### config.mk
export PLATFORM = sky130hd
export DESIGN_NAME = busreg_bridge
export DESIGN_NICKNAME = d
export VERILOG_FILES = /design/src/rtl/busreg_pkg.sv /design/src/rtl/busreg_hostregs.sv /design/src/rtl/busreg_dmagate.sv /design/src/rtl/busreg_seq.sv /design/src/rtl/busreg_bridge.sv
export SDC_FILE = /design/constraint.sdc
export NUM_CORES = 1
export LEC_CHECK = 0
export BUFFER_PORTS_ARGS = -buffer_cell sky130_fd_sc_hd__buf_4
export CAP_MARGIN = 20
export CORE_UTILIZATION = 61
export DETAILED_ROUTE_END_ITERATION = 8
export PLACE_DENSITY = 0.86
export SKIP_CTS_REPAIR_TIMING = 1
export SLEW_MARGIN = 5
export SYNTH_ARGS = -nofsm -noshare
export SYNTH_HDL_FRONTEND = slang
export SYNTH_SLANG_ARGS = --single-unit
### constraint.sdc
create_clock -name clk -period 6.84 [get_ports clk]
set_clock_uncertainty 0.2 [all_clocks]
set_input_delay 0.684 -clock clk [delete_from_list [all_inputs] [get_ports clk]]
set_output_delay 0.684 -clock clk [all_outputs]
set_load 0.02 [all_outputs]
### src/rtl/busreg_pkg.sv
package busreg_pkg;

    localparam int SEL_W = 3;
    localparam logic [SEL_W-1:0] SEL_CTRL  = 3'd0;
    localparam logic [SEL_W-1:0] SEL_ADDR  = 3'd1;
    localparam logic [SEL_W-1:0] SEL_WDATA = 3'd2;
    localparam logic [SEL_W-1:0] SEL_TLIM  = 3'd3;
    localparam logic [SEL_W-1:0] SEL_STAT  = 3'd4;
    localparam logic [SEL_W-1:0] SEL_RDATA = 3'd5;

    localparam int CTRL_EN = 0;
    localparam int CTRL_GO = 1;
    localparam int CTRL_WR = 2;

    typedef enum logic [2:0] {
        SQ_IDLE,
        SQ_WAITBUS,
        SQ_SETUP,
        SQ_MSYN,
        SQ_RELEASE
    } seq_state_t;

    typedef struct packed {
        logic done;
        logic tmo;
        logic rej;
        logic busy;
    } stat_t;

    function automatic logic drives_bus(seq_state_t s);
        return (s == SQ_SETUP) || (s == SQ_MSYN) || (s == SQ_RELEASE);
    endfunction

endpackage

### src/rtl/busreg_hostregs.sv
module busreg_hostregs
    import busreg_pkg::*;
#(
    parameter int W        = 16,
    parameter int TLIM_RST = 16
) (
    input  logic             clk,
    input  logic             rst,
    input  logic             hst_wr,
    input  logic [SEL_W-1:0] hst_sel,
    input  logic [W-1:0]     hst_wdata,
    output logic [W-1:0]     hst_rdata,
    output logic             hst_done,
    input  logic             busy,
    input  logic             cyc_end,
    input  logic             cyc_tmo,
    input  logic [W-1:0]     cyc_rdata,
    output logic             dma_en,
    output logic             go,
    output logic             dir_wr,
    output logic [W-1:0]     addr_q,
    output logic [W-1:0]     wdata_q,
    output logic [W-1:0]     tlim_q,
    output logic [W-1:0]     rdata_q,
    output logic             st_tmo
);

    logic  start_req;
    logic  rej_q, done_q, tmo_q;
    stat_t stat;

    assign start_req = hst_wr && (hst_sel == SEL_CTRL) && hst_wdata[CTRL_GO] && !busy;
    assign go        = start_req && !hst_wdata[CTRL_EN];
    assign st_tmo    = tmo_q;
    assign stat      = '{done: done_q, tmo: tmo_q, rej: rej_q, busy: busy};

    always_ff @(posedge clk) begin
        if (rst) begin
            dma_en   <= 1'b1;
            dir_wr   <= 1'b0;
            addr_q   <= '0;
            wdata_q  <= '0;
            tlim_q   <= TLIM_RST[W-1:0];
            rdata_q  <= '0;
            rej_q    <= 1'b0;
            done_q   <= 1'b0;
            tmo_q    <= 1'b0;
            hst_done <= 1'b0;
        end else begin
            hst_done <= cyc_end;
            if (hst_wr && hst_sel == SEL_CTRL)
                dma_en <= hst_wdata[CTRL_EN];
            if (hst_wr && !busy) begin
                case (hst_sel)
                    SEL_ADDR:  addr_q  <= hst_wdata;
                    SEL_WDATA: wdata_q <= hst_wdata;
                    SEL_TLIM:  tlim_q  <= hst_wdata;
                    default: ;
                endcase
            end
            if (start_req) begin
                rej_q  <= hst_wdata[CTRL_EN];
                done_q <= 1'b0;
                tmo_q  <= 1'b0;
                if (go)
                    dir_wr <= hst_wdata[CTRL_WR];
            end
            if (cyc_end) begin
                done_q <= 1'b1;
                tmo_q  <= cyc_tmo;
                if (cyc_tmo)
                    rdata_q <= '0;
                else if (!dir_wr)
                    rdata_q <= cyc_rdata;
            end
        end
    end

    always_comb begin
        case (hst_sel)
            SEL_CTRL:  hst_rdata = {{(W-3){1'b0}}, dir_wr, 1'b0, dma_en};
            SEL_ADDR:  hst_rdata = addr_q;
            SEL_WDATA: hst_rdata = wdata_q;
            SEL_TLIM:  hst_rdata = tlim_q;
            SEL_STAT:  hst_rdata = {{(W-4){1'b0}}, stat};
            SEL_RDATA: hst_rdata = rdata_q;
            default:   hst_rdata = '0;
        endcase
    end

endmodule

### src/rtl/busreg_dmagate.sv
module busreg_dmagate #(
    parameter int NDEV = 4
) (
    input  logic            clk,
    input  logic            rst,
    input  logic            dma_en,
    input  logic            seq_busy,
    input  logic [NDEV-1:0] dma_req,
    output logic [NDEV-1:0] dma_gnt,
    output logic            bus_held
);

    logic [NDEV-1:0] gnt_q;
    logic [NDEV-1:0] keep;
    logic [NDEV-1:0] pick;

    // isolate the lowest-numbered pending request
    assign pick = dma_req & (~dma_req + NDEV'(1));

    for (genvar i = 0; i < NDEV; i++) begin : g_keep
        assign keep[i] = gnt_q[i] & dma_req[i];
    end

    always_ff @(posedge clk) begin
        if (rst)
            gnt_q <= '0;
        else if (|gnt_q)
            gnt_q <= keep;
        else if (dma_en && !seq_busy)
            gnt_q <= pick;
    end

    assign dma_gnt  = gnt_q;
    assign bus_held = |gnt_q;

endmodule

### src/rtl/busreg_seq.sv
module busreg_seq
    import busreg_pkg::*;
#(
    parameter int W = 16
) (
    input  logic         clk,
    input  logic         rst,
    input  logic         go,
    input  logic         dir_wr,
    input  logic [W-1:0] addr_q,
    input  logic [W-1:0] wdata_q,
    input  logic [W-1:0] tlim_q,
    input  logic         bus_held,
    output logic         busy,
    output logic         cyc_end,
    output logic         cyc_tmo,
    output logic [W-1:0] cyc_rdata,
    output logic [W-1:0] bus_addr,
    output logic [W-1:0] bus_dout,
    output logic         bus_wr,
    output logic         bus_msyn,
    input  logic [W-1:0] bus_din,
    input  logic         bus_ssyn
);

    seq_state_t   state;
    logic [W-1:0] cnt_q;
    logic [W:0]   cnt_nx;
    logic [W-1:0] rd_q;
    logic         cnt_last;
    logic         drive;

    assign cnt_nx   = {1'b0, cnt_q} + {{W{1'b0}}, 1'b1};
    assign cnt_last = cnt_nx >= {1'b0, tlim_q};
    assign drive    = drives_bus(state);

    always_ff @(posedge clk) begin
        if (rst) begin
            state <= SQ_IDLE;
            cnt_q <= '0;
            rd_q  <= '0;
        end else begin
            case (state)
                SQ_IDLE:    if (go) state <= SQ_WAITBUS;
                SQ_WAITBUS: if (!bus_held) state <= SQ_SETUP;
                SQ_SETUP: begin
                    cnt_q <= '0;
                    state <= SQ_MSYN;
                end
                SQ_MSYN: begin
                    if (bus_ssyn) begin
                        rd_q  <= bus_din;
                        state <= SQ_RELEASE;
                    end else if (cnt_last) begin
                        state <= SQ_IDLE;
                    end else begin
                        cnt_q <= cnt_nx[W-1:0];
                    end
                end
                SQ_RELEASE: if (!bus_ssyn) state <= SQ_IDLE;
                default:    state <= SQ_IDLE;
            endcase
        end
    end

    assign busy      = (state != SQ_IDLE);
    assign cyc_tmo   = (state == SQ_MSYN) && !bus_ssyn && cnt_last;
    assign cyc_end   = cyc_tmo || ((state == SQ_RELEASE) && !bus_ssyn);
    assign cyc_rdata = rd_q;
    assign bus_msyn  = (state == SQ_MSYN);
    assign bus_addr  = drive ? addr_q : '0;
    assign bus_wr    = drive && dir_wr;
    assign bus_dout  = (drive && dir_wr) ? wdata_q : '0;

endmodule

### src/rtl/busreg_bridge.sv
module busreg_bridge
    import busreg_pkg::*;
#(
    parameter int W        = 16,
    parameter int NDEV     = 4,
    parameter int TLIM_RST = 16
) (
    input  logic             clk,
    input  logic             rst,
    input  logic             hst_wr,
    input  logic [SEL_W-1:0] hst_sel,
    input  logic [W-1:0]     hst_wdata,
    output logic [W-1:0]     hst_rdata,
    output logic             hst_done,
    input  logic [NDEV-1:0]  dma_req,
    output logic [NDEV-1:0]  dma_gnt,
    output logic [W-1:0]     bus_addr,
    output logic             bus_wr,
    output logic [W-1:0]     bus_dout,
    input  logic [W-1:0]     bus_din,
    output logic             bus_msyn,
    input  logic             bus_ssyn
);

    logic         seq_busy, cyc_end, cyc_tmo, go, dir_wr, dma_en, bus_held, st_tmo;
    logic [W-1:0] cyc_rdata, addr_q, wdata_q, tlim_q, rdata_q;

    busreg_hostregs #(.W(W), .TLIM_RST(TLIM_RST)) u_regs (
        .clk(clk), .rst(rst), .hst_wr(hst_wr), .hst_sel(hst_sel),
        .hst_wdata(hst_wdata), .hst_rdata(hst_rdata), .hst_done(hst_done),
        .busy(seq_busy), .cyc_end(cyc_end), .cyc_tmo(cyc_tmo),
        .cyc_rdata(cyc_rdata), .dma_en(dma_en), .go(go), .dir_wr(dir_wr),
        .addr_q(addr_q), .wdata_q(wdata_q), .tlim_q(tlim_q),
        .rdata_q(rdata_q), .st_tmo(st_tmo)
    );

    busreg_dmagate #(.NDEV(NDEV)) u_gate (
        .clk(clk), .rst(rst), .dma_en(dma_en), .seq_busy(seq_busy),
        .dma_req(dma_req), .dma_gnt(dma_gnt), .bus_held(bus_held)
    );

    busreg_seq #(.W(W)) u_seq (
        .clk(clk), .rst(rst), .go(go), .dir_wr(dir_wr), .addr_q(addr_q),
        .wdata_q(wdata_q), .tlim_q(tlim_q), .bus_held(bus_held),
        .busy(seq_busy), .cyc_end(cyc_end), .cyc_tmo(cyc_tmo),
        .cyc_rdata(cyc_rdata), .bus_addr(bus_addr), .bus_dout(bus_dout),
        .bus_wr(bus_wr), .bus_msyn(bus_msyn), .bus_din(bus_din),
        .bus_ssyn(bus_ssyn)
    );

endmodule

# Word level (Yosys, flattened, before mapping)
# Cells that the tools add are included.
[classes]
mux = 19
order_cmp = 1
n_bitwise = 6
n_eq_ne = 16
n_reduce_logical = 31
n_addsub = 2
[ops]
columns = ["op", "n"]
rows = [
  ["two-way mux 16 bit", 6],
  ["one-hot mux 16 bit (6 select lines)", 1],
  ["one-hot mux 16 bit (2 select lines)", 1],
  ["adder 16 x 1 -> 17 bit, second input constant", 1],
  [">= comparator 17 x 16 -> 1 bit", 1],
  ["two-way mux 3 bit", 5],
  ["one-hot mux 3 bit (5 select lines)", 1],
  ["equality test 3 x 2 -> 1 bit, second input constant", 4],
  ["AND reduction 2 bit", 6],
  ["logical AND 1 bit", 10],
  ["inequality test 2 bit, second input constant", 5],
  ["equality test 3 bit, second input constant", 3],
  ["two-way mux 4 bit", 2],
  ["equality test 3 x 1 -> 1 bit, second input constant", 2],
  ["logical NOT 3 bit", 2],
  ["nonzero test 2 bit", 3],
  ["adder 4 x 1 -> 4 bit, second input constant", 1],
  ["AND 1 bit", 4],
  ["AND 4 bit", 1],
  ["inverter 4 bit", 1],
  ["AND reduction 4 bit", 1],
  ["OR reduction 4 bit", 1],
  ["logical NOT 1 bit", 3],
  ["logical OR 1 bit", 3],
  ["5 further kinds", 7],
]
[totals]
regBits = 109
elab_cells = 89
inputBits = 43
out_inout_bits = 55

# Depth between registers and ports, before layout
# Gate-level depths: netlist of the first run.
[depth]
word_depth = 7
mapped_depth = 14
mapped_depth_nobuf = 12

# By module
# A second synthesis of the first run with hierarchy kept.
[hier_totals]
hier_cells = 702
area_unflattened_um2 = 5863.1
[modules_own_cells]
columns = ["mod", "seq_area_each_um2", "cells_per_inst", "area_each_um2", "n_inst"]
rows = [
  ["busreg_hostregs", 1401.3, 362, 3236.9, 1],
  ["busreg_seq", 700.7, 324, 2454.9, 1],
  ["busreg_dmagate", 80.1, 16, 171.4, 1],
]

# Worst setup path before layout of the first run
# Ideal clock, no wire load.
[synth_timing]
path_type = "register -> register"
startpoint = "reg u_seq.cnt_q[0]"
endpoint = "reg u_seq.cnt_q[2]"
n_path_buf = 1
stages_incl_launch_ff = 14
required_ns = 6.511
period_less_slack_ns = 3.058
arrival_ns = 2.729
setup_ns = 0.129
path_slack_ns = 3.782
path_cell_list = "dfxtp_1 ha_1 nand3_1 nor2_4 and3_1 xor2_1 ha_1 a21oi_1 nor3_1 nor2_1 nand4_2 buf_4 o2111ai_1 o41ai_2"
[synth_via]
elab_chain_len = 4
word_cells_on_any_way = 7
cone_classes = "1 x add/sub; 1 x order compare; 1 x eq/ne; 3 x mux; 1 x reduce/logical"
[synth_rtl]
columns = ["item", "line", "text"]
rows = [
  ["start, declared", "busreg_seq.sv:27", "logic [W-1:0] cnt_q;"],
  ["start signal, assigned", "busreg_seq.sv:57", "cnt_q <= cnt_nx[W-1:0];"],
  ["adder 16 x 1 -> 17 bit (*)", "busreg_seq.sv:33", "assign cnt_nx = {1'b0, cnt_q} + {{W{1'b0}}, 1'b1};"],
  [">= comparator 17 x 16 -> 1 bit / two-way mux 16 bit (equally long branches)", "busreg_seq.sv:34, busreg_seq.sv:54", ""],
  ["inequality test 2 bit (no source line) / two-way mux 16 bit (equally long branches)", "--", ""],
  ["AND reduction 3 bit (no source line) / one-hot mux 16 bit (2 select lines) (equally long branches)", "--", ""],
]
# Mark *: on every way between the ends. The rest lies on a longest branch, timed or not. The select of a mux whose other input is x is not followed.
# A chain may end at the register's enable or synchronous reset.

# Final worst setup path of the first run
[layout_timing]
startpoint = "in hst_sel[1]"
endpoint = "out hst_rdata[8]"
[layout_via]
elab_chain_len = 2
word_cells_on_any_way = 7
cone_classes = "5 x eq/ne; 1 x mux; 1 x reduce/logical"
[layout_rtl]
columns = ["item", "line", "text"]
rows = [
  ["start, declared", "busreg_bridge.sv:11", "input logic [SEL_W-1:0] hst_sel,"],
  ["equality test 3 bit (tied with other cells)", "busreg_hostregs.sv:80", "case (hst_sel)"],
  ["one-hot mux 16 bit (6 select lines) (*)", "busreg_hostregs.sv:80", ""],
  ["end, declared", "busreg_bridge.sv:13", "output logic [W-1:0] hst_rdata,"],
]
# Mark *: on every way between the ends. The rest lies on a longest branch, timed or not.

==> flow_summary.html, run 1 <==
<table>
<tr><th>Metric</th><th>Value</th></tr>
<tr><th colspan="2">CTS</th></tr>
<tr><td>TritonCTS buffer count</td><td>9</td></tr>
<tr><td>Clock edge transition at the registers on the reported setup and hold paths</td><td>around 100 ps</td></tr>
<tr><td>Skew-Pair Late Insertion Delay</td><td>roughly 370 ps</td></tr>
<tr><td>Buffer cell driving the clock tree root</td><td>sky130_fd_sc_hd__clkbuf_8</td></tr>
<tr><td>Number of H-tree levels</td><td>3</td></tr>
<tr><td>CTS sink cnt</td><td>between 100 and 150</td></tr>
<tr><td>Clk buf depth</td><td>2</td></tr>
<tr><td>Clock tree from TritonCTS</td><td>done</td></tr>
<tr><th colspan="2">Floorplanning</th></tr>
<tr><td>I/O pins</td><td>98</td></tr>
<tr><td>Total Die Area</td><td>9650 um^2</td></tr>
<tr><td>Initial core utilization</td><td>between 60% and 70%</td></tr>
<tr><td>Die H</td><td>98.3 um</td></tr>
<tr><td>Core area</td><td>approximately 8800 um^2</td></tr>
<tr><td>Width of the die</td><td>between 90 and 100 um</td></tr>
<tr><td>Number of standard-cell rows in the floorplan</td><td>34</td></tr>
<tr><th colspan="2">STA</th></tr>
<tr><td>Worst slew margin relative to its limit</td><td>29.7%</td></tr>
<tr><td>Final cycle utilization of the critical path</td><td>55.3%</td></tr>
<tr><td>Final-layout setup total negative slack</td><td>0 ps</td></tr>
<tr><td>Final hold slack</td><td>264 ps</td></tr>
<tr><td>Unrepaired setup endpoints after global routing</td><td>false</td></tr>
<tr><td>Least-Margin Pin Slew</td><td>1050 ps</td></tr>
<tr><td>Total count of max-transition violations in the final report</td><td>0</td></tr>
<tr><td>Final critical delay including setup and external delays</td><td>3780 ps</td></tr>
<tr><td>Final number of hold-violating endpoints</td><td>0</td></tr>
<tr><td>Fmax</td><td>265 MHz</td></tr>
<tr><td>Final setup vio count</td><td>0</td></tr>
<tr><th colspan="2">Placement</th></tr>
<tr><td>Placer's final routability congestion estimate</td><td>0.865</td></tr>
<tr><td>Final HPWL DP</td><td>roughly 11 mm</td></tr>
<tr><td>Port Buffers</td><td>97</td></tr>
<tr><th colspan="2">Run</th></tr>
<tr><td>Max-cap violations</td><td>0</td></tr>
<tr><th colspan="2">Synth</th></tr>
<tr><td>Post-synthesis instance total</td><td>707</td></tr>
<tr><td>Netlist cell types</td><td>56</td></tr>
<tr><td>Syn nets</td><td>~770</td></tr>
<tr><td>Sequential share of the synthesized area</td><td>roughly two fifths</td></tr>
<tr><td>Total standard cell area after synthesis</td><td>~5700 um^2</td></tr>
<tr><td>Number of register bits inferred by synthesis</td><td>roughly 110</td></tr>
<tr><td>Average cell area after synthesis</td><td>7.99 um^2</td></tr>
<tr><td>Synth Warn #</td><td>0</td></tr>
<tr><th colspan="2">GRT</th></tr>
<tr><td>Global-route congestion overflow total</td><td>0</td></tr>
<tr><td>First-pass GRT wire length</td><td>~25 mm</td></tr>
<tr><td>Maximum number of pins on one net before global-route repair</td><td>between 70 and 80</td></tr>
<tr><td>Number of antenna violations at the first check in global routing</td><td>0</td></tr>
<tr><td>Via count of the first global-routing pass</td><td>5235</td></tr>
<tr><td>Total routing resource utilization after global routing</td><td>roughly a third</td></tr>
<tr><th colspan="2">Power and ir drop</th></tr>
<tr><td>Post-route total power</td><td>roughly 1.2 mW</td></tr>
<tr><td>Internal Pwr Total</td><td>896 uW</td></tr>
<tr><td>Net Switching</td><td>305 uW</td></tr>
<tr><td>Cell Pwr Density</td><td>roughly 180 nW/um^2</td></tr>
<tr><td>Switching share of total power</td><td>~25%</td></tr>
<tr><td>Relative contribution of combinational cells to total power</td><td>around 9.0%</td></tr>
<tr><td>IR drop worst, VDD</td><td>approximately 120 uV</td></tr>
<tr><td>Static power due to leakage</td><td>about 2.8 nW</td></tr>
<tr><td>Part of the total power dissipated in the clock network</td><td>36.6%</td></tr>
<tr><td>Sequential group share of total power</td><td>roughly 54%</td></tr>
<tr><th colspan="2">Worst hold path</th></tr>
<tr><td>Worst min-delay path class</td><td>flip-flop to flip-flop</td></tr>
<tr><th colspan="2">Route</th></tr>
<tr><td>Via total after detailed routing</td><td>5395</td></tr>
<tr><td>Final ANT Viol Nets</td><td>0</td></tr>
<tr><td>Remaining routing DRC violations</td><td>8</td></tr>
<tr><td>Post-DR wirelength/cell</td><td>around 17 um</td></tr>
<tr><td>Via density</td><td>6.12</td></tr>
<tr><td>TritonRoute pass-1 iters</td><td>7</td></tr>
<tr><td>Initial drt markers</td><td>369</td></tr>
<tr><td>Final wirelength</td><td>15.1 mm</td></tr>
<tr><th colspan="2">Finish</th></tr>
<tr><td>Antenna cells</td><td>0</td></tr>
<tr><td>Final-layout fill cell count</td><td>slightly below 700</td></tr>
<tr><td>Layout overhead on the synthesized area</td><td>15.0%</td></tr>
<tr><td>Final core utilization</td><td>73.5%</td></tr>
<tr><td>Layout cells sized above 1</td><td>between 10% and 20%</td></tr>
<tr><td>Net total in the final layout</td><td>just over 800</td></tr>
<tr><th colspan="2">Setup path</th></tr>
<tr><td>Crit-path max FO</td><td>25</td></tr>
<tr><td>Data required time of the worst path</td><td>approximately 6000 ps</td></tr>
<tr><td>Endpoint type of the worst setup path</td><td>output port</td></tr>
<tr><td>Largest stage delay on the critical path</td><td>around 860 ps</td></tr>
<tr><td>Slowest CP cell</td><td>sky130_fd_sc_hd__nor2b_1</td></tr>
<tr><td>Data arrival time of the critical path</td><td>between 2000 and 3000 ps</td></tr>
<tr><td>CP cell instances</td><td>buf_4 &gt; nor2b_1 &gt; nor2b_1 &gt; a22o_1 &gt; buf_4</td></tr>
<tr><td>Critical path startpoint category</td><td>primary input</td></tr>
<tr><td>Category of the most critical setup path</td><td>primary input to output port</td></tr>
<tr><th colspan="2">Outcome</th></tr>
<tr><td>Status</td><td>finished with violations</td></tr>
<tr><td>Violated checks</td><td>design-rule violations</td></tr>
</table>
cells in the mapped netlist, drive strengths merged:
| cell | count | area, um^2 |
|---|---|---|
| nor2b | 5 | 31.3 |
| buf | 17 | 129 |
| o311ai | 1 | 16.3 |
| a211oi | 2 | 15.0 |
| xor2 | 8 | 70.1 |
| or3 | 3 | 18.8 |
| and2 | 18 | 113 |
| a221o | 1 | 10.0 |
| nor3 | 8 | 45.0 |
| nand3b | 1 | 7.51 |
| ha | 17 | 213 |
| nand3 | 14 | 87.6 |
| and3 | 19 | 124 |
| and4 | 4 | 35.0 |
| a32o | 3 | 30.0 |
| nor4b | 1 | 23.8 |
| or4b | 1 | 13.8 |
| a221oi | 2 | 17.5 |
| nor4 | 2 | 12.5 |
| o2111ai | 2 | 17.5 |
| nand2 | 170 | 646 |
| o41ai | 2 | 25.0 |
| a22o | 16 | 140 |
| dfxtp | 109 | 2180 |
| a41oi | 2 | 32.5 |
| o211a | 4 | 40.0 |
| mux2i | 34 | 340 |
| nand2b | 3 | 18.8 |
| nand4 | 11 | 75.1 |
| clkbuf | 30 | 113 |
| nor2 | 42 | 189 |
| or2 | 3 | 18.8 |
| inv | 21 | 78.8 |
| a31oi | 1 | 6.26 |
| nor3b | 2 | 15.0 |
| o21ai | 22 | 110 |
| xnor2 | 7 | 61.3 |
| o211ai | 1 | 7.51 |
| or4 | 1 | 7.51 |
| a31o | 7 | 61.3 |
| a21oi | 90 | 454 |
metal layers:
| metal | wire length (um) | vias up | track usage [%] |
|---|---|---|---|
| li1 | - | 2547 | - |
| met1 | 6230 | 2557 | 40.7 |
| met2 | 7300 | 242 | 53.6 |
| met3 | 1080 | 49 | 4.22 |
| met4 | 454 | 0 | 14.5 |
| met5 | 0 | - | 0 |
cells in the final DEF, fill, tap and decap left out, types with 3 or more instances in the layout:
cell,count
sky130_fd_sc_hd__buf_4,98
sky130_fd_sc_hd__nor3_1,7
sky130_fd_sc_hd__dfxtp_1,109
sky130_fd_sc_hd__nor2_1,39
sky130_fd_sc_hd__and3_1,18
sky130_fd_sc_hd__a21oi_1,89
sky130_fd_sc_hd__clkbuf_8,9
sky130_fd_sc_hd__nand4_1,10
sky130_fd_sc_hd__a31o_2,7
sky130_fd_sc_hd__and4_1,4
sky130_fd_sc_hd__xnor2_1,7
sky130_fd_sc_hd__xor2_1,8
sky130_fd_sc_hd__inv_1,19
sky130_fd_sc_hd__nand2b_1,3
sky130_fd_sc_hd__or3_1,3
sky130_fd_sc_hd__ha_1,17
sky130_fd_sc_hd__nand3_1,12
sky130_fd_sc_hd__mux2i_1,34
sky130_fd_sc_hd__and2_1,18
sky130_fd_sc_hd__o211a_1,4
sky130_fd_sc_hd__o21ai_0,20
sky130_fd_sc_hd__nand2_1,169
sky130_fd_sc_hd__a22o_1,16
sky130_fd_sc_hd__a32o_1,3
sky130_fd_sc_hd__nor2b_1,5
cell type report:
cell class,instances,area (um^2),area share [%]
inverter,21,78.8,1.21
multi-input combinational,530,3150,48.4
tap,108,135,2.08
clock buffer,9,124,1.91
clock inverter,6,96.3,1.48
sequential,109,2180,33.6
timing repair buffer,98,736,11.3
worst max-delay path: cells and delay by family:
kind / cells / cell delay (ps)
compound gates: 1 / 280
buf+inv: 2 / 460
simple gates: 2 / 1450
path summary, 6_finish.rpt:
| path | from | endpoint | slack [ps] | cells past startpoint |
|---|---|---|---|---|
| max | hst_sel[1] | hst_rdata[8] | 3060 | 5 |
| min | u_regs.rdata_q[13] | u_regs.rdata_q[13] | 260 | 2 |
| max reg2reg | u_seq.cnt_q[0] | u_seq.cnt_q[14] | 3070 | 12 |
| min reg2reg | u_regs.rdata_q[13] | u_regs.rdata_q[13] | 260 | 2 |
power by group through the flow:
stage / clock network, mW / logic, mW / registers [mW]
final: 0.439 / 0.108 / 0.653
after global routing: 0.464 / 0.117 / 0.654
after CTS: 0.437 / 0.107 / 0.652
after detailed placement: 0 / 0.106 / 0.667
after global placement: 0 / 0.103 / 0.666
after floorplan: 0 / 0.0664 / 0.665
per-stage QoR:
step / instances / worst slack (ps) / instance area (um^2)
3_3_place_gp: 866 / 3280 / 6280
3_5_place_dp: 866 / 3150 / 6280
6_report: 881 / 3060 / 6500
5_1_grt: 881 / 2800 / 6500
4_1_cts: 881 / 3120 / 6500
2_1_floorplan: 707 / 3780 / 5650
sequential cells by signal (all words and copies together), names as in the netlist, 3 cells and up:
register         count
u_seq.cnt_q         16
u_seq.state          3
u_regs.addr_q       16
u_regs.wdata_q      16
u_gate.dma_gnt       4
u_seq.cyc_rdata     16
u_regs.tlim_q       16
u_regs.rdata_q      16
cell families after synthesis:
group                    synth area share [%]
AND/OR/NAND/NOR                          26.2
AO/OA/AOI/OAI                            17.4
flip-flops                               38.6
buffers and inverters                    5.67
multiplexers                             6.02
adder cells (fa/ha/maj)                  3.76
XOR/XNOR                                 2.32
Note: power is estimated with default switching activity, not from simulation.
==> run 2: changes to the inputs <==
Settings changed: ABC_AREA from default to 1, CORE_UTILIZATION 61 to 51, PLACE_DENSITY 0.86 to 0.77.
Clock period 6.84 ns to 3.4 ns, I/O delays scaled along.
==> flow_summary.html, run 2 <==
<table>
<tr><th>Metric</th><th>Value</th></tr>
<tr><th colspan="2">Outcome</th></tr>
<tr><td>Status</td><td>finished, final reports clean</td></tr>
<tr><th colspan="2">CTS</th></tr>
<tr><td>Skew-Pair Late Insertion Delay</td><td>approximately 380 ps</td></tr>
<tr><td>Number of H-tree levels</td><td>3</td></tr>
<tr><td>Clk buf depth</td><td>2</td></tr>
<tr><td>Clock edge transition at the registers on the reported setup and hold paths</td><td>roughly 100 ps</td></tr>
<tr><td>CTS sink cnt</td><td>~110</td></tr>
<tr><td>TritonCTS buffer count</td><td>9</td></tr>
<tr><td>Clock tree from TritonCTS</td><td>done</td></tr>
<tr><td>Buffer cell driving the clock tree root</td><td>sky130_fd_sc_hd__clkbuf_8</td></tr>
<tr><th colspan="2">Floorplanning</th></tr>
<tr><td>Core area</td><td>approximately 10000 um^2</td></tr>
<tr><td>Initial core utilization</td><td>between 50% and 60%</td></tr>
<tr><td>Width of the die</td><td>about 110 um</td></tr>
<tr><td>Die H</td><td>between 100 and 150 um</td></tr>
<tr><td>I/O pins</td><td>98</td></tr>
<tr><td>Number of standard-cell rows in the floorplan</td><td>37</td></tr>
<tr><td>Total Die Area</td><td>roughly 11000 um^2</td></tr>
<tr><th colspan="2">Setup path</th></tr>
<tr><td>Endpoint type of the worst setup path</td><td>flip-flop</td></tr>
<tr><td>Data arrival time of the critical path</td><td>about 3200 ps</td></tr>
<tr><td>Data required time of the worst path</td><td>roughly 3500 ps</td></tr>
<tr><td>Crit-path max FO</td><td>16</td></tr>
<tr><td>Reg2reg path depth</td><td>15</td></tr>
<tr><td>Critical path startpoint category</td><td>flip-flop</td></tr>
<tr><td>Category of the most critical setup path</td><td>flip-flop to flip-flop</td></tr>
<tr><th colspan="2">Finish</th></tr>
<tr><td>Count of placed standard cells in the final layout, fillers left out</td><td>approximately 1000</td></tr>
<tr><td>Most frequent cells in the layout</td><td>141 x sky130_fd_sc_hd__nor2_1, 122 x sky130_fd_sc_hd__nand2_1, 109 x sky130_fd_sc_hd__dfxtp_1</td></tr>
<tr><td>Final-layout fill cell count</td><td>961</td></tr>
<tr><td>Layout overhead on the synthesized area</td><td>18.3%</td></tr>
<tr><td>Reg area</td><td>around 2200 um^2</td></tr>
<tr><td>Most frequent standard cell in the layout excluding fill and tap cells</td><td>sky130_fd_sc_hd__nor2_1</td></tr>
<tr><td>Non-Filler Cell Area, Final</td><td>6510 um^2</td></tr>
<tr><td>Area used by multi-input combinational logic</td><td>between 2000 and 3000 um^2</td></tr>
<tr><td>Layout cells sized above 1</td><td>approximately 18%</td></tr>
<tr><td>Antenna cells</td><td>0</td></tr>
<tr><td>Net total in the final layout</td><td>920</td></tr>
<tr><th colspan="2">STA</th></tr>
<tr><td>Worst slew margin relative to its limit</td><td>between 30% and 40%</td></tr>
<tr><td>Unrepaired setup endpoints after global routing</td><td>false</td></tr>
<tr><td>Total count of max-transition violations in the final report</td><td>0</td></tr>
<tr><td>Fmax</td><td>about 320 MHz</td></tr>
<tr><td>Least-Margin Pin Slew</td><td>between 900 and 1000 ps</td></tr>
<tr><td>Final setup vio count</td><td>0</td></tr>
<tr><td>Final critical delay including setup and external delays</td><td>between 3000 and 4000 ps</td></tr>
<tr><td>Final number of hold-violating endpoints</td><td>0</td></tr>
<tr><td>Worst setup slack after layout</td><td>about 300 ps</td></tr>
<tr><td>Final cycle utilization of the critical path</td><td>about nine tenths</td></tr>
<tr><td>Final-layout setup total negative slack</td><td>0 ps</td></tr>
<tr><th colspan="2">Power and ir drop</th></tr>
<tr><td>Static power due to leakage</td><td>~2.9 nW</td></tr>
<tr><td>Cell Pwr Density</td><td>approximately 580 nW/um^2</td></tr>
<tr><td>Internal Pwr Total</td><td>~2.4 mW</td></tr>
<tr><td>Sequential group share of total power</td><td>between 40% and 50%</td></tr>
<tr><td>Part of the total power dissipated in the clock network</td><td>25.5%</td></tr>
<tr><td>IR drop worst, VDD</td><td>a little under 300 uV</td></tr>
<tr><td>Switching share of total power</td><td>approximately 37%</td></tr>
<tr><td>Net Switching</td><td>between 1 and 1.5 mW</td></tr>
<tr><td>Relative contribution of combinational cells to total power</td><td>between 30 and 40%</td></tr>
<tr><th colspan="2">GRT</th></tr>
<tr><td>Global-route congestion overflow total</td><td>0</td></tr>
<tr><td>Via count of the first global-routing pass</td><td>4894</td></tr>
<tr><td>Total routing resource utilization after global routing</td><td>about a quarter</td></tr>
<tr><td>Number of antenna violations at the first check in global routing</td><td>0</td></tr>
<tr><td>Maximum number of pins on one net before global-route repair</td><td>40</td></tr>
<tr><td>First-pass GRT wire length</td><td>22.7 mm</td></tr>
<tr><th colspan="2">Synth</th></tr>
<tr><td>Number of enable flip-flop cells after synthesis</td><td>0</td></tr>
<tr><td>Leading cell type by number of instances after synthesis</td><td>sky130_fd_sc_hd__nor2_1</td></tr>
<tr><td>Total standard cell area after synthesis</td><td>5500 um^2</td></tr>
<tr><td>Commonest cells post-synth</td><td>141 x sky130_fd_sc_hd__nor2_1, 122 x sky130_fd_sc_hd__nand2_1, 109 x sky130_fd_sc_hd__dfxtp_1</td></tr>
<tr><td>Most area-consuming cells after synthesis</td><td>sky130_fd_sc_hd__dfxtp_1 40%, sky130_fd_sc_hd__nor2_1 9.6%, sky130_fd_sc_hd__nand2_1 8.3%</td></tr>
<tr><td>Synth Warn #</td><td>0</td></tr>
<tr><td>Share of the synthesized area in compound gates (AO/OA/AOI/OAI)</td><td>18.3%</td></tr>
<tr><td>Xor-xnor portion of the synthesized cell area</td><td>about 1.8%</td></tr>
<tr><td>Adder-cell area share of the yosys netlist</td><td>roughly 3.9%</td></tr>
<tr><td>Main combinational cell family by area after synthesis</td><td>simple AND/OR/NAND/NOR gates</td></tr>
<tr><td>Top cell type by total area after synthesis</td><td>sky130_fd_sc_hd__dfxtp_1</td></tr>
<tr><td>Post-synthesis instance total</td><td>783</td></tr>
<tr><td>Simple-gate share of the synthesized area</td><td>25.4%</td></tr>
<tr><td>Share of synthesized area spent on multiplexers</td><td>0%</td></tr>
<tr><td>Sequential share of the synthesized area</td><td>approximately two fifths</td></tr>
<tr><td>Predominant post-synthesis flop cell</td><td>sky130_fd_sc_hd__dfxtp_1</td></tr>
<tr><td>Share of Yosys cell area claimed by the top area cell type</td><td>39.6%</td></tr>
<tr><td>Netlist cell types</td><td>41</td></tr>
<tr><td>Post-synthesis async set-or-reset flop share</td><td>0%</td></tr>
<tr><td>Number of register bits inferred by synthesis</td><td>approximately 110</td></tr>
<tr><td>Syn nets</td><td>843</td></tr>
<tr><td>Average cell area after synthesis</td><td>7.03 um^2</td></tr>
<tr><th colspan="2">Run</th></tr>
<tr><td>Max-cap violations</td><td>0</td></tr>
<tr><th colspan="2">Route</th></tr>
<tr><td>Via total after detailed routing</td><td>roughly 5300</td></tr>
<tr><td>Via density</td><td>approximately 5.3</td></tr>
<tr><td>Final wirelength</td><td>roughly 14 mm</td></tr>
<tr><td>TritonRoute pass-1 iters</td><td>6</td></tr>
<tr><td>Initial drt markers</td><td>~250</td></tr>
<tr><td>Remaining routing DRC violations</td><td>0</td></tr>
<tr><td>Post-DR wirelength/cell</td><td>approximately 14 um</td></tr>
<tr><td>Final ANT Viol Nets</td><td>0</td></tr>
<tr><th colspan="2">Worst hold path</th></tr>
<tr><td>Hold Path Stages</td><td>3</td></tr>
<tr><td>Worst min-delay path class</td><td>primary input to flip-flop</td></tr>
<tr><th colspan="2">Placement</th></tr>
<tr><td>Placement-stage worst setup slack</td><td>251 ps</td></tr>
<tr><td>Placed insts</td><td>just under 1000</td></tr>
<tr><td>Total cell area at the placement stage</td><td>6260 um^2</td></tr>
<tr><td>Placer's final routability congestion estimate</td><td>0.883</td></tr>
<tr><td>Port Buffers</td><td>between 90 and 100</td></tr>
<tr><td>Final HPWL DP</td><td>10.5 mm</td></tr>
</table>
run 2: power groups by stage:
stage                     logic (mW)  clock network (mW)  registers (mW)
after detailed placement        1.21                   0            1.59
after global placement          1.16                   0            1.58
after floorplan                0.957                   0            1.55
after global routing            1.41                1.01            1.58
after CTS                       1.22               0.961            1.56
final                           1.23               0.955            1.56
run 2: path summary, 6_finish.rpt:
kind / start / endpoint / slack, ps
hold reg to reg: u_seq.cyc_rdata[12] / u_seq.cyc_rdata[12] / 260
setup reg to reg: u_seq.cnt_q[0] / u_regs.rdata_q[14] / 300
hold / removal: hst_wdata[4] / u_regs.tlim_q[4] / 6
setup / recovery: u_seq.cnt_q[0] / u_regs.rdata_q[14] / 300
run 2: cells by family after synthesis:
family,after synthesis
compound gates,177
xor+xnor,11
fa+ha+maj,17
buf+inv,150
flops,109
simple gates,319
run 2: layer usage:
layer	up-vias	part of all wire (%)	track usage (%)
li1	2669	-	-
met1	2429	45	32.4
met2	173	48	43.4
met3	19	5.8	4.33
met4	0	1.8	7.54
met5	-	0	0
run 2: final cells by class:
class | instances | share of cell area (%)
Multi-Input combinational cell | 524 | 41.8
Sequential cell | 109 | 33.5
Inverter | 114 | 6.57
Tap cell | 136 | 2.61
Clock inverter | 7 | 1.86
Clock buffer | 9 | 1.90
Timing Repair Buffer | 102 | 11.8
run 2: worst max-delay path, stage by stage (launching register included):
cell                      delay [ps]
sky130_fd_sc_hd__dfxtp_1         420
sky130_fd_sc_hd__ha_1            230
sky130_fd_sc_hd__nand3_2         140
sky130_fd_sc_hd__nor3_4          220
sky130_fd_sc_hd__nand3_1         130
sky130_fd_sc_hd__xor2_1          230
sky130_fd_sc_hd__ha_1            300
sky130_fd_sc_hd__nand2_1          80
sky130_fd_sc_hd__nand2_1          50
sky130_fd_sc_hd__a21oi_1         120
sky130_fd_sc_hd__nand3_1          80
sky130_fd_sc_hd__nor2_1          210
sky130_fd_sc_hd__nand2_1          80
sky130_fd_sc_hd__nand2_1         220
sky130_fd_sc_hd__nand2_4         180
sky130_fd_sc_hd__nor2_1          120
run 2: stage by stage:
stage | utilization [%] | hold WS, ps | power [mW]
floorplan | - | 230 | 2.51
global placement | 60.1 | 245 | 2.74
detailed placement | 60.1 | 248 | 2.80
CTS | 62.4 | -4.73 | 3.74
global route | 62.5 | 12.9 | 4.00
finish | 62.5 | 5.94 | 3.75
==> run 3: changes to the inputs <==
Settings changed: PLACE_DENSITY 0.77 to default, PLACE_DENSITY_LB_ADDON from default to 0.25.
==> flow_summary.html, run 3 (synthesis gave the netlist of run 2 again) <==
<table>
<tr><th>Metric</th><th>Value</th></tr>
<tr><th colspan="2">Power and ir drop</th></tr>
<tr><td>Cell Pwr Density</td><td>approximately 560 nW/um^2</td></tr>
<tr><td>Post-route total power</td><td>roughly 3.6 mW</td></tr>
<tr><td>Static power due to leakage</td><td>between 2 and 3 nW</td></tr>
<tr><td>IR drop worst, VDD</td><td>around 360 uV</td></tr>
<tr><th colspan="2">GRT</th></tr>
<tr><td>Global-route congestion overflow total</td><td>0</td></tr>
<tr><td>Grt met2 use</td><td>a little over two fifths</td></tr>
<tr><td>Total routing resource utilization after global routing</td><td>a little over a quarter</td></tr>
<tr><td>Maximum number of pins on one net before global-route repair</td><td>35</td></tr>
<tr><td>Met3 Use GR</td><td>~4%</td></tr>
<tr><td>Met1 GRT Util</td><td>between 30% and 40%</td></tr>
<tr><td>Most Crowded Layer GR</td><td>met2</td></tr>
<tr><td>First-pass GRT wire length</td><td>about 23 mm</td></tr>
<tr><td>Number of antenna violations at the first check in global routing</td><td>0</td></tr>
<tr><td>Via count of the first global-routing pass</td><td>slightly below 5000</td></tr>
<tr><th colspan="2">Worst hold path</th></tr>
<tr><td>Endpoint of the worst hold path</td><td>u_regs.tlim_q[4]</td></tr>
<tr><td>Hold path startpoint</td><td>hst_wdata[4]</td></tr>
<tr><td>Hold Path Stages</td><td>3</td></tr>
<tr><td>Worst min-delay path class</td><td>primary input to flip-flop</td></tr>
<tr><th colspan="2">Floorplanning</th></tr>
<tr><td>Core area</td><td>around 10000 um^2</td></tr>
<tr><td>Initial core utilization</td><td>a little over half</td></tr>
<tr><td>Total Die Area</td><td>approximately 11000 um^2</td></tr>
<tr><td>Die H</td><td>approximately 110 um</td></tr>
<tr><td>Width of the die</td><td>106 um</td></tr>
<tr><td>I/O pins</td><td>98</td></tr>
<tr><td>Number of standard-cell rows in the floorplan</td><td>37</td></tr>
<tr><th colspan="2">STA</th></tr>
<tr><td>Final critical delay including setup and external delays</td><td>between 3000 and 4000 ps</td></tr>
<tr><td>Worst slew margin relative to its limit</td><td>between 30% and 40%</td></tr>
<tr><td>Unrepaired setup endpoints after global routing</td><td>false</td></tr>
<tr><td>Final setup vio count</td><td>0</td></tr>
<tr><td>Total count of max-transition violations in the final report</td><td>0</td></tr>
<tr><td>Final hold slack</td><td>roughly 12 ps</td></tr>
<tr><td>Final number of hold-violating endpoints</td><td>0</td></tr>
<tr><td>Fmax</td><td>~330 MHz</td></tr>
<tr><td>Final-layout setup total negative slack</td><td>0 ps</td></tr>
<tr><td>Final cycle utilization of the critical path</td><td>89.3%</td></tr>
<tr><td>Least-Margin Pin Slew</td><td>roughly 950 ps</td></tr>
<tr><th colspan="2">Setup path</th></tr>
<tr><td>Data required time of the worst path</td><td>approximately 3500 ps</td></tr>
<tr><td>R2R Path End</td><td>u_regs.rdata_q[11]</td></tr>
<tr><td>Critical path startpoint category</td><td>flip-flop</td></tr>
<tr><td>Endpoint type of the worst setup path</td><td>flip-flop</td></tr>
<tr><td>Crit-path max FO</td><td>16</td></tr>
<tr><td>FF-to-FF Start</td><td>u_seq.cnt_q[0]</td></tr>
<tr><td>Reg2reg path depth</td><td>15</td></tr>
<tr><td>R2R setup slack</td><td>360 ps</td></tr>
<tr><td>Category of the most critical setup path</td><td>flip-flop to flip-flop</td></tr>
<tr><td>Data arrival time of the critical path</td><td>~3100 ps</td></tr>
<tr><th colspan="2">Route</th></tr>
<tr><td>Post-DR wirelength/cell</td><td>around 14 um</td></tr>
<tr><td>Via density</td><td>around 5.3</td></tr>
<tr><td>Remaining routing DRC violations</td><td>0</td></tr>
<tr><td>Final ANT Viol Nets</td><td>0</td></tr>
<tr><td>Initial drt markers</td><td>between 300 and 400</td></tr>
<tr><td>Via total after detailed routing</td><td>around 5300</td></tr>
<tr><td>TritonRoute pass-1 iters</td><td>5</td></tr>
<tr><td>Final wirelength</td><td>around 14 mm</td></tr>
<tr><th colspan="2">Finish</th></tr>
<tr><td>Antenna cells</td><td>0</td></tr>
<tr><td>Most frequent cells in the layout</td><td>140 x sky130_fd_sc_hd__nor2_1, 122 x sky130_fd_sc_hd__nand2_1, 109 x sky130_fd_sc_hd__dfxtp_1</td></tr>
<tr><td>Layout overhead on the synthesized area</td><td>17.5%</td></tr>
<tr><td>Count of placed standard cells in the final layout, fillers left out</td><td>about 1000</td></tr>
<tr><td>Layout cells sized above 1</td><td>17.6%</td></tr>
<tr><td>Net total in the final layout</td><td>around 900</td></tr>
<tr><td>Final core utilization</td><td>about 62%</td></tr>
<tr><td>Final-layout fill cell count</td><td>968</td></tr>
<tr><td>Most frequent standard cell in the layout excluding fill and tap cells</td><td>sky130_fd_sc_hd__nor2_1</td></tr>
<tr><th colspan="2">CTS</th></tr>
<tr><td>CTS sink cnt</td><td>109</td></tr>
<tr><td>Number of H-tree levels</td><td>3</td></tr>
<tr><td>Clock tree from TritonCTS</td><td>done</td></tr>
<tr><td>Buffer cell driving the clock tree root</td><td>sky130_fd_sc_hd__clkbuf_8</td></tr>
<tr><td>Skew-Pair Late Insertion Delay</td><td>approximately 380 ps</td></tr>
<tr><td>TritonCTS buffer count</td><td>9</td></tr>
<tr><td>Clock edge transition at the registers on the reported setup and hold paths</td><td>100 ps</td></tr>
<tr><td>Clk buf depth</td><td>2</td></tr>
<tr><th colspan="2">Placement</th></tr>
<tr><td>Final HPWL DP</td><td>10.8 mm</td></tr>
<tr><td>Placed insts</td><td>a little under 1000</td></tr>
<tr><td>Placer's final routability congestion estimate</td><td>between 0.9 and 1</td></tr>
<tr><td>Port Buffers</td><td>97</td></tr>
<tr><th colspan="2">Run</th></tr>
<tr><td>Max-cap violations</td><td>0</td></tr>
<tr><th colspan="2">Outcome</th></tr>
<tr><td>Status</td><td>finished, final reports clean</td></tr>
</table>
## run 3: cell count changes in the layout (fill, tap and decap cells not counted), sizes merged
cell	previous run	this run
clkinv	3	1
bufinv	3	1
clkinvlp	0	2
clkbuf	9	11
## run 3: final cells by class
class,instances,area (um^2),share of cell area (%)
Clock buffer,11,141,2.19
Tap cell,136,170,2.63
Sequential cell,109,2180,33.7
Timing Repair Buffer,102,766,11.8
Multi-Input combinational cell,524,2720,42.1
Clock inverter,5,58.8,0.909
Inverter,114,428,6.62
## run 3: critical path, cell delays in order, from the launching register on
cell and delay, ps:
sky130_fd_sc_hd__dfxtp_1 410, sky130_fd_sc_hd__ha_1 220, sky130_fd_sc_hd__nand3_2 130, sky130_fd_sc_hd__nor3_4 220, sky130_fd_sc_hd__nand2_2 100, sky130_fd_sc_hd__xnor2_1 230, sky130_fd_sc_hd__ha_1 290, sky130_fd_sc_hd__a21oi_1 170
sky130_fd_sc_hd__nand2_1 80, sky130_fd_sc_hd__nand2_1 60, sky130_fd_sc_hd__nand3_1 80, sky130_fd_sc_hd__nor2_2 180, sky130_fd_sc_hd__nand2_1 90, sky130_fd_sc_hd__nand2_1 200, sky130_fd_sc_hd__nand2_4 170, sky130_fd_sc_hd__nor2_1 140
## run 3: metrics by stage
step | instance area [um^2] | worst slack (ps)
floorplan | 5500 | 693
global placement | 6260 | 443
detailed placement | 6260 | 285
CTS | 6460 | 265
global route | 6470 | 60.4
finish | 6470 | 362
## run 3: worst max path at each step
stage                              start                  to  depth (start not counted)
after global placement    u_seq.cnt_q[0]     u_seq.cnt_q[11]                         16
after global routing      u_seq.cnt_q[0]  u_regs.rdata_q[11]                         17
after CTS                 u_seq.cnt_q[0]      u_seq.cnt_q[6]                         16
final                     u_seq.cnt_q[0]  u_regs.rdata_q[11]                         15
after detailed placement  u_seq.cnt_q[0]      u_seq.cnt_q[6]                         16
after floorplan           u_seq.cnt_q[0]  u_regs.rdata_q[10]                         16
## run 3: power breakdown
part	internal [mW]	leakage (nW)	total [mW]	switching [mW]
sequential	1.42	0.883	1.56	0.141
combinational	0.444	1.86	1.25	0.811
clock	0.363	0.0959	0.803	0.440
total	2.23	2.84	3.62	1.39
## run 3: routing by layer
layer	vias to the layer above	share of wire (%)
li1	2672	-
met1	2383	44
met2	194	46
met3	45	6.2
met4	0	3.6
met5	-	0
